--- config.mk ---
export PLATFORM = sky130hd
export DESIGN_NAME = rx_char_timeout
export DESIGN_NICKNAME = d
export VERILOG_FILES = /design/src/rtl/rxto_pkg.sv /design/src/rtl/rxto_window.sv /design/src/rtl/rxto_timer.sv /design/src/rtl/rx_char_timeout.sv
export SDC_FILE = /design/constraint.sdc
export NUM_CORES = 1
export LEC_CHECK = 0
export BUFFER_PORTS_ARGS = -buffer_cell sky130_fd_sc_hd__buf_2
export CAP_MARGIN = 10
export CORE_UTILIZATION = 55
export CTS_CLUSTER_DIAMETER = 60
export DETAILED_ROUTE_END_ITERATION = 10
export PLACE_DENSITY = 0.77
export SYNTH_ARGS = -nofsm -noshare
export SYNTH_HDL_FRONTEND = slang
export SYNTH_SLANG_ARGS = --single-unit
--- constraint.sdc ---
create_clock -name clk -period 6.65 [get_ports clk]
set_clock_uncertainty 0.15 [all_clocks]
set_input_delay 1.33 -clock clk [delete_from_list [all_inputs] [get_ports clk]]
set_output_delay 1.33 -clock clk [all_outputs]
set_load 0.02 [all_outputs]
--- src/rtl/rxto_pkg.sv ---
package rxto_pkg;
  typedef enum logic [1:0] {
    WL_5 = 2'd0,
    WL_6 = 2'd1,
    WL_7 = 2'd2,
    WL_8 = 2'd3
  } wlen_e;

  localparam int MIN_BITS     = 5;
  localparam int WL_CODES     = 4;
  localparam int TICKS_STEP   = 8;
  localparam int BITS_FACTOR  = 7;
  localparam int BASE_OFFSET  = 2;

  function automatic int base_ticks(input int bits);
    return (bits * BITS_FACTOR - BASE_OFFSET) * TICKS_STEP;
  endfunction
endpackage

--- src/rtl/rxto_window.sv ---
module rxto_window
  import rxto_pkg::*;
#(
  parameter int CNT_W    = 5,
  parameter int MAX_TRIG = 14,
  parameter int TMR_W    = 10
) (
  input  logic [1:0]       wlen_i,
  input  logic [CNT_W-1:0] trig_i,
  input  logic [CNT_W-1:0] cnt_i,
  output logic [TMR_W-1:0] win_o
);
  logic [TMR_W-1:0] base_lut [WL_CODES];

  for (genvar g = 0; g < WL_CODES; g++) begin : g_base
    assign base_lut[g] = TMR_W'(base_ticks(MIN_BITS + g));
  end

  logic [CNT_W-1:0] trig_eff;
  logic [CNT_W-1:0] occ;

  always_comb begin
    trig_eff = (trig_i > CNT_W'(MAX_TRIG)) ? CNT_W'(MAX_TRIG) : trig_i;
    occ      = (cnt_i >= trig_eff) ? '0 : (trig_eff - cnt_i);
    win_o    = base_lut[wlen_i] + (TMR_W'(occ) * TMR_W'(TICKS_STEP)) + TMR_W'(1);
  end
endmodule

--- src/rtl/rxto_timer.sv ---
module rxto_timer #(
  parameter int TMR_W = 10
) (
  input  logic             clk,
  input  logic             rst,
  input  logic             tick_i,
  input  logic             hold_i,
  input  logic [TMR_W-1:0] win_i,
  output logic [TMR_W-1:0] tmr_o,
  output logic             flag_o
);
  logic [TMR_W:0] nxt;

  assign nxt = {1'b0, tmr_o} + 1'b1;

  always_ff @(posedge clk) begin
    if (rst || hold_i) begin
      tmr_o  <= '0;
      flag_o <= 1'b0;
    end else if (tick_i && !flag_o) begin
      tmr_o <= nxt[TMR_W-1:0];
      if (nxt >= {1'b0, win_i}) flag_o <= 1'b1;
    end
  end
endmodule

--- src/rtl/rx_char_timeout.sv ---
module rx_char_timeout
  import rxto_pkg::*;
#(
  parameter int DEPTH    = 16,
  parameter int MAX_TRIG = 14,
  localparam int CNT_W   = $clog2(DEPTH + 1),
  localparam int MAX_WIN = base_ticks(MIN_BITS + WL_CODES - 1)
                           + (MAX_TRIG - 1) * TICKS_STEP + 1,
  localparam int TMR_W   = $clog2(MAX_WIN + 1)
) (
  input  logic             clk,
  input  logic             rst,
  input  logic             tick_i,
  input  logic [1:0]       wlen_i,
  input  logic [CNT_W-1:0] trig_i,
  input  logic [CNT_W-1:0] fifo_cnt_i,
  input  logic             push_i,
  input  logic             pop_i,
  output logic             to_o
);
  logic [TMR_W-1:0] win_w;
  logic [TMR_W-1:0] tmr_q;
  logic             hold_w;

  assign hold_w = (fifo_cnt_i == '0) || push_i || pop_i;

  rxto_window #(.CNT_W(CNT_W), .MAX_TRIG(MAX_TRIG), .TMR_W(TMR_W)) u_win (
    .wlen_i (wlen_i),
    .trig_i (trig_i),
    .cnt_i  (fifo_cnt_i),
    .win_o  (win_w)
  );

  rxto_timer #(.TMR_W(TMR_W)) u_tmr (
    .clk    (clk),
    .rst    (rst),
    .tick_i (tick_i),
    .hold_i (hold_w),
    .win_i  (win_w),
    .tmr_o  (tmr_q),
    .flag_o (to_o)
  );
endmodule

==> run_results.csv <==
group,metric,value,unit
worst_setup_path,cpPeakStageDelay,0.40,ns
yosys,seq_area_frac_synth,0.171,
worst_hold_path,hold_class,"reg -> reg",
worst_setup_path,path_class,"in -> reg",
pwr,powerDensity,127,mW/mm2
route,vias_per_cell,5.39,
yosys,postSynth.asyncResetShare,0,
timing,final.min_clock_period,4.79,ns
timing,setup-violations-final,0,
global_route,grt_max_degree,13,
cells_and_area,drive_above_1_share,0.182,
global_route,grt_antenna_before_repair,0,
die,die_w,50.3,um
cells_and_area,insertedDiodeCount,0,
clock_tree,cts_buffers,3,
pwr,leakagePower,0.669,nW
worst_hold_path,whs_path_depth,2,
global_route,grt_usage,0.188,
worst_setup_path,cp_slowest_cell,"fa_1",
yosys,ys_seq_elements,11,
clock_tree,cts_tree,"built",
route,routed_wirelength,2.31,mm
route,vias,1099,
die,top_level_ports,18,
clock_tree,htree_levels,1,
die,initial_core_util,0.581,
timing,finalCritPeriodShare,0.720,
yosys,syn-cell-area,0.00128,mm2
worst_setup_path,cp.depth,17,
cells_and_area,finalNetCount,218,
timing,slew_viol_final,0,
worst_setup_path,cp-end-kind,"flop",
global_route,overflow,0,
worst_setup_path,r2r_cells,9,
route,met1_length,1.10,mm
yosys,synthesis.nets,198,
timing,hold_ws,0.375,ns
clock_tree,path_clk_slew,0.08,ns
worst_setup_path,worst-path-buf-inv,1,
die,core-area,0.00221,mm2
worst_setup_path,cpLargestDelayFamily,"compound AO/OA/AOI/OAI gates",
global_route,grt_pass1_vias,975,
clock_tree,cts_setup_buffers,0,
global_route,grt_pass1_wl,3.87,mm
timing,tightestPinTransition,0.838,ns
clock_tree,cts_resized,0,
clock_tree,clock-sinks,11,
pwr,totalPowerFinal,181,uW
route,drtAntennaViolNets,0,
timing,rsz0062_at_grt,"no",
cells_and_area,area_growth,10.4,%
timing,fmax,209,MHz
run_status,status,"completed",
yosys,synth_warnings,0,
route,dr_wl_met2,1.18,mm
route,wl_per_cell,11.3,um
yosys,synthFlopType,"dfxtp_1",
place,gp_congestion,0.785,
clock_tree,holdBufCountCts,0,
die,die_height,50.3,um
die,fp.dieArea,0.00253,mm2
place,hpwl,1.94,mm
yosys,synth-edff-count,0,
worst_setup_path,critPathLaunchType,"input port",
worst_setup_path,cp.required,6.61,ns
yosys,syn_area_per_cell,8.18,um2
yosys,yosysUniqueCellTypes,42,
cells_and_area,fill_cells,198,
timing,slew_headroom,0.437,
timing,hold_viol_final,0,
route,wl_met3,22,um
worst_setup_path,worstPathArrival,4.75,ns
worst_setup_path,crit_chain,"buf_2 > or2_2 > ha_1 > nor2b_1 > o211ai_1 > and3_1 > nor3_1 > ha_1 > fa_1 > a21o_1 > a21oi_1 > xor2_1 > ha_1 > a21o_1 > a211o_1 > a31oi_1 > a211oi_1",
die,rows,17,
clock_tree,clockBufferDepth,2,
clock_tree,cts-root-buf,"clkbuf_4",
yosys,syn_inst,157,
place,port-buffer-count,17,
pwr,peakVddDrop,0.117,mV
timing,fin_setup_tns,0,ns
worst_setup_path,crit_fanout,5,
route,dr.pass1.iters,4,
clock_tree,clk_latency,0.26,ns
route,topRoutingLayerUsed,"met4",
flow_run,maxCapViolCount,0,
worst_setup_path,path_common_cell,"ha_1",
route,drt_iter0_drc,15,
route,post-route-drc-count,0,
worst_setup_path,regToRegSetupSlack,4.08,ns
==> worst reg2reg max path, cell delays in order, from the launching register on <==
cell and delay [ns]:
dfxtp_1 0.41, ha_1 0.26, nand3_2 0.20, nor3_1 0.29
xor2_1 0.21, ha_1 0.27, a21o_1 0.16, a211o_1 0.28
a31oi_1 0.14, a211oi_1 0.08
==> layout make-up <==
cell class | count | area (um2) | area share
Clock buffer | 4 | 26.3 | 0.0185
Inverter | 14 | 52.6 | 0.0370
Multi-Input combinational cell | 130 | 1000 | 0.705
Tap cell | 28 | 35.0 | 0.0247
Sequential cell | 11 | 220 | 0.155
Timing Repair Buffer | 17 | 85.1 | 0.0600
==> cells in the mapped netlist (2+ instances only) <==
cell | instances | share of area
ha_1 | 22 | 0.21
o21ai_0 | 5 | 0.019
or2_2 | 4 | 0.019
nor3_1 | 9 | 0.035
nor4_1 | 3 | 0.015
nand3_1 | 4 | 0.016
a211oi_1 | 2 | 0.012
nor2_1 | 14 | 0.041
fa_1 | 2 | 0.031
a21o_1 | 3 | 0.018
xor2_1 | 6 | 0.041
or3_1 | 2 | 0.0097
nor2_2 | 2 | 0.0097
and3_1 | 3 | 0.015
nand2_1 | 6 | 0.018
a31oi_1 | 2 | 0.0097
xnor2_1 | 12 | 0.082
inv_1 | 14 | 0.041
nor2b_1 | 4 | 0.019
nor4_2 | 2 | 0.019
dfxtp_1 | 11 | 0.17
a21oi_1 | 5 | 0.019
==> report_power, final <==
group          internal [mW]  switching, mW  total [mW]  leakage, nW
clock network         0.0231         0.0216      0.0447       0.0150
logic                 0.0317         0.0377      0.0694        0.566
registers             0.0660       0.000317      0.0664       0.0886
total                  0.121         0.0597       0.181        0.669
==> cells in the final DEF (no fill, tap or decap), types with 3 or more instances in the layout <==
cell type / instances
and3_1: 3
nand2_1: 6
xor2_1: 6
nand3_1: 4
or2_2: 4
ha_1: 22
nor2b_1: 4
o21ai_0: 5
dfxtp_1: 11
clkbuf_4: 3
nor3_1: 9
inv_1: 14
xnor2_1: 12
a21o_1: 3
nor4_1: 3
nor2_1: 14
a21oi_1: 5
buf_2: 17
==> kinds of logic after synthesis <==
| kind of cell | after synthesis | synth area share |
|---|---|---|
| XOR/XNOR | 18 | 0.123 |
| adder cells (fa/ha/maj) | 24 | 0.245 |
| other | 1 | 0.00292 |
| flip-flops | 11 | 0.171 |
| multiplexers | 1 | 0.00779 |
| AO/OA/AOI/OAI | 24 | 0.117 |
| AND/OR/NAND/NOR | 62 | 0.282 |
| buffers and inverters | 16 | 0.0506 |
==> final timing paths <==
path	start	to
worst min register to register	u_tmr.flag_o$_SDFFE_PP0P_	u_tmr.flag_o$_SDFFE_PP0P_
worst max-delay path	trig_i[4]	u_tmr.flag_o$_SDFFE_PP0P_
worst max register to register	u_tmr.tmr_o[0]$_SDFFE_PP0P_	u_tmr.flag_o$_SDFFE_PP0P_
worst min-delay path	u_tmr.flag_o$_SDFFE_PP0P_	u_tmr.flag_o$_SDFFE_PP0P_
==> sequential cells by signal, indices dropped and copies added (netlist names) <==
signal	cells
u_tmr.flag_o	1
u_tmr.tmr_o	10
==> metal layers <==
layer,global-route usage,up-vias
met2,0.349,7
li1,-,584
met1,0.238,506
met3,0.00909,2
met4,0.0417,0
met5,0,-
==> stage by stage <==
stage / std cells / util / cell area, um2 / setup slack [ns]
2_1_floorplan: 157 / - / 1280 / 1.97
3_3_place_gp: 200 / 0.630 / 1390 / 1.71
3_5_place_dp: 200 / 0.630 / 1390 / 1.61
4_1_cts: 204 / 0.641 / 1420 / 1.88
5_1_grt: 204 / 0.641 / 1420 / 1.68
6_report: 204 / 0.641 / 1420 / 1.86
(Power assumes the default switching activity.)
